**config.mk**
```make
export PLATFORM = sky130hd
export DESIGN_NAME = periodic_reload_timer
export DESIGN_NICKNAME = d
export VERILOG_FILES = /design/src/rtl/ptmr_pkg.sv /design/src/rtl/ptmr_regs.sv /design/src/rtl/ptmr_core.sv /design/src/rtl/ptmr_flag.sv /design/src/rtl/periodic_reload_timer.sv
export SDC_FILE = /design/constraint.sdc
export NUM_CORES = 1
export LEC_CHECK = 0
export BUFFER_PORTS_ARGS = -buffer_cell sky130_fd_sc_hd__buf_2
export CAP_MARGIN = 5
export CORE_UTILIZATION = 40
export CTS_BUF_LIST = sky130_fd_sc_hd__clkbuf_8
export CTS_CLUSTER_DIAMETER = 60
export CTS_CLUSTER_SIZE = 20
export DETAILED_ROUTE_END_ITERATION = 6
export HOLD_SLACK_MARGIN = 0.02
export PLACE_DENSITY = 0.74
export RECOVER_POWER = 25
export SETUP_SLACK_MARGIN = 0.15
export SLEW_MARGIN = 30
export SYNTH_ARGS = -nofsm -noshare
export SYNTH_HDL_FRONTEND = slang
export SYNTH_SLANG_ARGS = --single-unit
```
**constraint.sdc**
```tcl
create_clock -name clk -period 5.3 [get_ports clk]
set_clock_uncertainty 0.1 [all_clocks]
set_input_delay 1.06 -clock clk [delete_from_list [all_inputs] [get_ports clk]]
set_output_delay 1.06 -clock clk [all_outputs]
set_load 0.03 [all_outputs]
```
**src/rtl/ptmr_pkg.sv**
```systemverilog
package ptmr_pkg;
    localparam int DATA_W    = 32;
    localparam int RELOAD_W  = 28;
    localparam int EN_BIT    = 28;
    localparam int IE_BIT    = 29;
    localparam int REARM_BIT = 30;
    localparam int FLAG_BIT  = 31;

    typedef enum logic [0:0] {
        ST_IDLE  = 1'b0,
        ST_COUNT = 1'b1
    } tmr_state_e;

    typedef struct packed {
        logic [RELOAD_W-1:0] reload;
        logic                en;
        logic                ie;
    } tmr_cfg_t;
endpackage

```
**src/rtl/ptmr_regs.sv**
```systemverilog
module ptmr_regs
    import ptmr_pkg::*;
#(
    parameter int ADDR_W    = 8,
    parameter int CTRL_OFFS = 'h34,
    parameter int ACK_OFFS  = 'h38
) (
    input  logic              clk,
    input  logic              rst_n,
    input  logic              bus_wr,
    input  logic [ADDR_W-1:0] bus_addr,
    input  logic [DATA_W-1:0] bus_wdata,
    input  logic              flag,
    output tmr_cfg_t          cfg,
    output tmr_cfg_t          wr_cfg,
    output logic              ctrl_wr,
    output logic              ack_clr,
    output logic              ack_rearm,
    output logic [DATA_W-1:0] bus_rdata
);
    localparam logic [ADDR_W-1:0] CTRL_A = ADDR_W'(CTRL_OFFS);
    localparam logic [ADDR_W-1:0] ACK_A  = ADDR_W'(ACK_OFFS);

    logic ack_wr;

    // write decode
    always_comb begin
        ctrl_wr       = bus_wr && (bus_addr == CTRL_A);
        ack_wr        = bus_wr && (bus_addr == ACK_A);
        ack_clr       = ack_wr && bus_wdata[FLAG_BIT];
        ack_rearm     = ack_wr && bus_wdata[REARM_BIT];
        wr_cfg.reload = bus_wdata[RELOAD_W-1:0];
        wr_cfg.en     = bus_wdata[EN_BIT];
        wr_cfg.ie     = bus_wdata[IE_BIT];
    end

    always_ff @(posedge clk or negedge rst_n) begin
        if (!rst_n) begin
            cfg <= '0;
        end else if (ctrl_wr) begin
            cfg <= wr_cfg;
        end
    end

    // read mux: only the control register returns data
    always_comb begin
        bus_rdata = '0;
        if (bus_addr == CTRL_A) begin
            bus_rdata[RELOAD_W-1:0] = cfg.reload;
            bus_rdata[EN_BIT]       = cfg.en;
            bus_rdata[IE_BIT]       = cfg.ie;
            bus_rdata[FLAG_BIT]     = flag;
        end
    end

    // configuration changes only through a control write
    a_r2_cfg_hold: assert property (@(posedge clk) disable iff (!rst_n)
        !ctrl_wr |=> $stable(cfg));
endmodule

```
**src/rtl/ptmr_core.sv**
```systemverilog
module ptmr_core
    import ptmr_pkg::*;
(
    input  logic                clk,
    input  logic                rst_n,
    input  logic                tick_en,
    input  logic                ctrl_wr,
    input  logic [RELOAD_W-1:0] wr_reload,
    input  logic                wr_en,
    input  logic [RELOAD_W-1:0] cur_reload,
    input  logic                ack_rearm,
    output logic                expire,
    output tmr_state_e          state
);
    localparam logic [RELOAD_W-1:0] ONE = RELOAD_W'(1);

    tmr_state_e          state_nxt;
    logic [RELOAD_W-1:0] cnt;
    logic                start_ok;

    // next-state logic
    always_comb begin
        start_ok  = wr_en && (wr_reload != '0);
        state_nxt = state;
        if (ctrl_wr) begin
            state_nxt = start_ok ? ST_COUNT : ST_IDLE;
        end
    end

    // state register
    always_ff @(posedge clk or negedge rst_n) begin
        if (!rst_n) state <= ST_IDLE;
        else        state <= state_nxt;
    end

    // outputs
    always_comb begin
        expire = 1'b0;
        unique case (state)
            ST_IDLE:  expire = 1'b0;
            ST_COUNT: expire = tick_en && (cnt == ONE);
            default:  expire = 1'b0;
        endcase
    end

    // counter
    always_ff @(posedge clk or negedge rst_n) begin
        if (!rst_n) begin
            cnt <= '0;
        end else if (ctrl_wr) begin
            cnt <= wr_reload;
        end else if (state == ST_COUNT) begin
            if (ack_rearm || expire) cnt <= cur_reload;
            else if (tick_en)        cnt <= cnt - ONE;
        end
    end

    // expiry reloads the period
    a_r3_expire_reload: assert property (@(posedge clk) disable iff (!rst_n)
        (expire && !ctrl_wr) |=> (cnt == $past(cur_reload)));
    // no tick, no count change
    a_r11_hold: assert property (@(posedge clk) disable iff (!rst_n)
        (state == ST_COUNT && !tick_en && !ctrl_wr && !ack_rearm) |=> $stable(cnt));
    // stop write idles the timer
    a_r5_stop: assert property (@(posedge clk) disable iff (!rst_n)
        (ctrl_wr && !wr_en) |=> (state == ST_IDLE));
    // zero reload never runs
    a_r9_zero_idle: assert property (@(posedge clk) disable iff (!rst_n)
        (ctrl_wr && wr_reload == '0) |=> (state == ST_IDLE));
    a_r9_cnt_nonzero: assert property (@(posedge clk) disable iff (!rst_n)
        (state == ST_COUNT) |-> (cnt != '0));
endmodule

```
**src/rtl/ptmr_flag.sv**
```systemverilog
module ptmr_flag (
    input  logic clk,
    input  logic rst_n,
    input  logic expire,
    input  logic ack_clr,
    input  logic ie,
    output logic flag,
    output logic irq_req
);
    always_ff @(posedge clk or negedge rst_n) begin
        if (!rst_n)       flag <= 1'b0;
        else if (expire)  flag <= 1'b1;
        else if (ack_clr) flag <= 1'b0;
    end

    assign irq_req = flag && ie;

    // expiry wins over a clear
    a_r10_expire_sets: assert property (@(posedge clk) disable iff (!rst_n)
        expire |=> flag);
    // clear without expiry lowers flag
    a_r6_clear: assert property (@(posedge clk) disable iff (!rst_n)
        (ack_clr && !expire) |=> !flag);
    // flag can only rise on expiry
    a_r4_rise_cause: assert property (@(posedge clk) disable iff (!rst_n)
        $rose(flag) |-> $past(expire));
endmodule

```
**src/rtl/periodic_reload_timer.sv**
```systemverilog
module periodic_reload_timer
    import ptmr_pkg::*;
#(
    parameter int ADDR_W    = 8,
    parameter int CTRL_OFFS = 'h34,
    parameter int ACK_OFFS  = 'h38
) (
    input  logic              clk,
    input  logic              rst_n,
    input  logic              tick_en,
    input  logic              bus_wr,
    input  logic [ADDR_W-1:0] bus_addr,
    input  logic [31:0]       bus_wdata,
    output logic [31:0]       bus_rdata,
    output logic              irq_req
);
    tmr_cfg_t   cfg;
    tmr_cfg_t   wr_cfg;
    logic       ctrl_wr;
    logic       ack_clr;
    logic       ack_rearm;
    logic       expire;
    logic       flag;
    tmr_state_e state;

    ptmr_regs #(
        .ADDR_W   (ADDR_W),
        .CTRL_OFFS(CTRL_OFFS),
        .ACK_OFFS (ACK_OFFS)
    ) u_regs (
        .clk      (clk),
        .rst_n    (rst_n),
        .bus_wr   (bus_wr),
        .bus_addr (bus_addr),
        .bus_wdata(bus_wdata),
        .flag     (flag),
        .cfg      (cfg),
        .wr_cfg   (wr_cfg),
        .ctrl_wr  (ctrl_wr),
        .ack_clr  (ack_clr),
        .ack_rearm(ack_rearm),
        .bus_rdata(bus_rdata)
    );

    ptmr_core u_core (
        .clk       (clk),
        .rst_n     (rst_n),
        .tick_en   (tick_en),
        .ctrl_wr   (ctrl_wr),
        .wr_reload (wr_cfg.reload),
        .wr_en     (wr_cfg.en),
        .cur_reload(cfg.reload),
        .ack_rearm (ack_rearm),
        .expire    (expire),
        .state     (state)
    );

    ptmr_flag u_flag (
        .clk    (clk),
        .rst_n  (rst_n),
        .expire (expire),
        .ack_clr(ack_clr),
        .ie     (cfg.ie),
        .flag   (flag),
        .irq_req(irq_req)
    );

    // running implies a live configuration
    a_r9_run_cfg: assert property (@(posedge clk) disable iff (!rst_n)
        (state == ST_COUNT) |-> (cfg.en && cfg.reload != '0));
    // request needs interrupt enable
    a_r4_irq_gate: assert property (@(posedge clk) disable iff (!rst_n)
        irq_req |-> cfg.ie);
endmodule

```
======== Yosys cells after proc, flatten, opt, wreduce, memory -nomap -nowiden ========
Index checks and enable logic that the tools add are counted.
storage, ports and cells
  register bits after elaboration ......... 60
  bits in latches ......................... 0
  bits in writable memories ............... 0
  memory bits (read-only) ................. 0
  bits of input ports ..................... 44
  output and inout port bits .............. 33
  word-level logic and storage cells ...... 34
  memories kept ........................... 0
operators by class
  $add $sub $neg .......................... 1
  multipliers ............................. 0
  divide/modulo/power cells ............... 0
  order comparisons ....................... 0
  equality and inequality tests ........... 3
  shifts and indexed selects .............. 0
  multiplexer cells ....................... 10
  bitwise operators ....................... 1
  reduce and logical (&&, ||, !) cells .... 13
operators with widths
  cell                                                                   count
  28-bit 2-to-1 mux                                                      4
  30-bit 2-to-1 mux                                                      1
  28-bit by 1-bit == test with 1-bit output (second input constant)      1
  28-bit nonzero test                                                    1
  28-bit by 1-bit subtractor with 28-bit output (second input constant)  1
  8-bit by 6-bit == test with 1-bit output (second input constant)       2
  1-bit logical AND                                                      7
  1-bit 2-to-1 mux                                                       4
  2-bit nonzero test                                                     2
  3-bit nonzero test                                                     1
  1-bit case mux with 2 select lines                                     1
  2-bit AND reduction                                                    1
  1-bit logical OR                                                       1
  1-bit inverter                                                         1

======== Depth between registers and ports, before layout ========
  word-level depth ........................ 7
  depth in mapped cells ................... 9
  gate-level depth less buffers ........... 8

======== Hierarchy ========
Synthesis repeated with hierarchy kept, for this count alone.
unflattened totals
  cell total of the unflattened synthesis .. 391
  area total of the unflattened synthesis .. 4058.9 sq um
modules (own cells, without submodules)
  module     times used  cells each  area an instance (sq um)
  ptmr_core  1           245         2245.9
  ptmr_regs  1           142         1770.4
  ptmr_flag  1           4           42.5

======== Worst setup path after synthesis ========
OpenSTA, ideal clock, no wires.
  path kind ............................... input to output
  start ................................... in bus_addr[6]
  end ..................................... out bus_rdata[0]
  arrival time ............................ 2.094 ns
  required time ........................... 4.140 ns
  setup slack ............................. 2.046 ns
  stages on the path ...................... 4
  buffers on the path ..................... 1
  path through ............................ and4bb_2 -> and3_1 -> clkbuf_1 -> and2_1
between the ends
  longest elaborated chain between the ends .. 2
RTL lines
  what                                      line                         text
  start: declaration                        periodic_reload_timer.sv:12  input logic [ADDR_W-1:0] bus_addr,
  8-bit by 6-bit == test with 1-bit output  ptmr_regs.sv:48              if (bus_addr == CTRL_A) begin
  30-bit 2-to-1 mux                         ptmr_regs.sv:48
  end: declaration                          periodic_reload_timer.sv:14  output logic [31:0] bus_rdata,
No other way between the ends.

======== Worst setup path after layout ========
  start ................................... in bus_addr[2]
  end ..................................... out bus_rdata[16]
The elaborated chain is that of the path after synthesis.

==> results.yml <==
global_routing:
  grt_pass1_vias: 3404
  grtUsageTotal_pct: 22.1
  grt_max_degree: 61
  grt_pass1_wl_um: 16700
  grt-ovfl-total: 0
  antenna_found_initial: 0
power_and_ir_drop:
  finalPower_mw: 1.45
  power.density_mw_per_mm2: 343
  peakVddDrop_uv: 160
  power.leakage_nw: 2.07
sta:
  post-route-min-period_ns: 3.64
  relSlewSlack_pct: 37.4
  fin_crit_sh_pct: 68.7
  rsz0062_at_grt: "false"
  max_freq_ghz: 0.275
  maxSlewViolCount: 0
  finalSetupTns_ns: 0
  worst_pin_slew_ns: 0.937
  hold_viol_final: 0
  setup_viol: 0
  whs_ns: 0.382
drt:
  drtAntennaViolNets: 0
  wirelength_um: 10200
  drc: 0
  dr.first_iter.drc_count: 298
  firstDrtPassIters: 5
  wl_per_cell_um: 16.8
  num_vias: 3519
  viasPerCell: 5.81
synthesis:
  synth_ff_type: "dfrtp_1"
  synth-async-reset-ratio_pct: 100
  synth.avg_cell_area_um2: 8.41
  synthesis.nets: 473
  yosysSeqAreaShare_pct: 41.8
  synth.distinct_cells: 61
  synth_area_mm2: 0.00359
  synth_cells: 427
  ys_seq_elements: 60
  synth_warnings: 0
  synth_edf_count: 0
clocking:
  clk_path_buf_depth: 2
  cts_resized: 0
  post-cts-setup-buffers: 0
  clock_sinks: 60
  cts_tree: "done"
  cts_made_buffers: 9
  clk_latency_ns: 0.35
  clk_pin_slew_ns: 0.07
  htreeDepth: 3
  cts_hold_buf: 0
  clock-root-buffer: "clkbuf_8"
hold_path:
  hold_path_class: "reg2reg"
  hold_depth: 2
  min-delay-start: "u_regs.cfg[1]"
  whs_endpoint: "u_regs.cfg[1]"
floorplan:
  pin_count: 77
  die_y_um: 96.8
  dieArea_mm2: 0.00936
  die_width_um: 96.8
  core_mm2: 0.00872
  start_util_pct: 41.2
  std_cell_rows: 34
critical_path:
  arrival_ns: 2.48
  critPathMaxFanout: 31
  cpPeakStageDelay_ns: 0.57
  r2r_end: "u_core.cnt[18]"
  timing.rr.start: "u_core.cnt[14]"
  critPathLaunchType: "input pin"
  r2r_slack_ns: 2.26
  cp_common_cell: "buf_2"
  crit_slowest_cell: "and3_2"
  critPathKind: "in2out"
  path_cells: "buf_2, nor2b_1, and3_2, and2_1, buf_2"
  reg2reg_depth: 6
  crit_required_ns: 4.14
  worst_setup_path_end_kind: "primary output"
layout:
  syn2layout_area_growth_pct: 17.3
  fin_nets: 539
  seq_area_mm2: 0.00150
  finalInstanceArea_mm2: 0.00421
  diodes: 0
  drive_gt1_share_pct: 21.9
  n_fill_cell: 841
  multiInputGateArea_mm2: 0.00196
placed_design:
  dpl_cell_area_mm2: 0.00403
  place.gp.congestion: 0.885
  hpwl_um: 6970
  port_buffers: 75
job:
  cap_violations: 0
run_status:
  status: "completed"
-- flip-flops by register name, indices dropped and copies added (netlist names) --
signal and cells:
u_core.state 1, u_flag.flag 1, u_core.cnt 28, u_regs.cfg 30
-- final cells by class --
cell class                      count  share of cell area, %
Timing Repair Buffer               81                   9.98
Multi-Input combinational cell    337                   46.5
Tap cell                          108                   3.21
Clock inverter                      4                  0.386
Sequential cell                    60                   35.7
Inverter                            4                  0.357
Clock buffer                       12                   3.92
-- layout by cell type, fill, tap and decap left out, types with 3 or more instances in the layout --
cell / count
buf_2: 75
and4b_1: 3
nor4_1: 17
a221o_1: 6
o22ai_1: 5
inv_1: 7
buf_4: 6
nand4_1: 4
o221a_2: 3
or3_1: 5
or4_1: 5
a211oi_1: 6
o211ai_1: 9
dfrtp_1: 60
nor2_1: 25
xor2_1: 5
and2_1: 34
nand3_1: 6
nand2_1: 107
a21oi_1: 13
a31oi_1: 3
xnor2_1: 8
clkbuf_8: 12
o21ai_0: 19
nor3_1: 7
-- how the worst max path moves through the flow --
stage	startpoint	endpoint	slack, ns	depth (start not counted)
after floorplan	bus_addr[6]	bus_rdata[0]	2.05	4
after global placement	bus_addr[6]	bus_rdata[13]	1.44	5
after detailed placement	bus_addr[2]	bus_rdata[16]	1.33	5
after CTS	bus_addr[2]	bus_rdata[16]	1.32	5
after global routing	bus_addr[2]	bus_rdata[18]	1.47	5
final	bus_addr[2]	bus_rdata[16]	1.66	5
-- where the power goes --
group          switching, mW  internal [mW]  total (mW)
Clock                  0.186          0.202       0.388
Combinational          0.249          0.192       0.440
Sequential            0.0880          0.529       0.617
-- worst max-delay path, delay by kind of cell --
kind / cells / cell delay [ns]
buffers and inverters: 2 / 0.30
AND/OR/NAND/NOR: 3 / 1.11
-- cell families (layout without fill, tap and decap cells) --
group,count (synthesis),in the layout,synth area share [%]
AO/OA/AOI/OAI,89,89,18.1
XOR/XNOR,13,13,3.17
adder cells (fa/ha/maj),2,2,0.697
buffers and inverters,30,101,3.69
flip-flops,60,60,41.8
multiplexers,2,2,0.627
other,1,1,0.104
AND/OR/NAND/NOR,230,230,31.8
-- synth_stat cells (6+ instances only) --
cell type	instances	area share, %
dfrtp_1	60	42
a21oi_1	13	1.8
clkbuf_1	18	1.9
o21ai_0	19	2.6
a221o_1	6	1.7
nand3_1	6	0.84
a211oi_1	6	1.3
and2_1	34	5.9
nor3_1	7	0.98
nor2_1	25	2.6
o211ai_1	9	1.9
nor4_1	17	3.0
xnor2_1	8	2.0
nand2_1	107	11
-- layer usage --
metal	GRT usage [%]	wire length [um]	vias up
li1	-	-	1667
met1	29.1	4470	1678
met2	35.4	4860	146
met3	3.40	612	28
met4	11.4	237	0
met5	0	0	-
-- metrics by stage --
step	cells	setup WS, ns	util [%]
after floorplan	427	2.05	-
after global placement	590	1.44	46.2
after detailed placement	590	1.33	46.2
after CTS	606	1.32	48.3
after global routing	606	1.47	48.3
final	606	1.66	48.3
No activity file was read; power rests on OpenSTA's default activity.
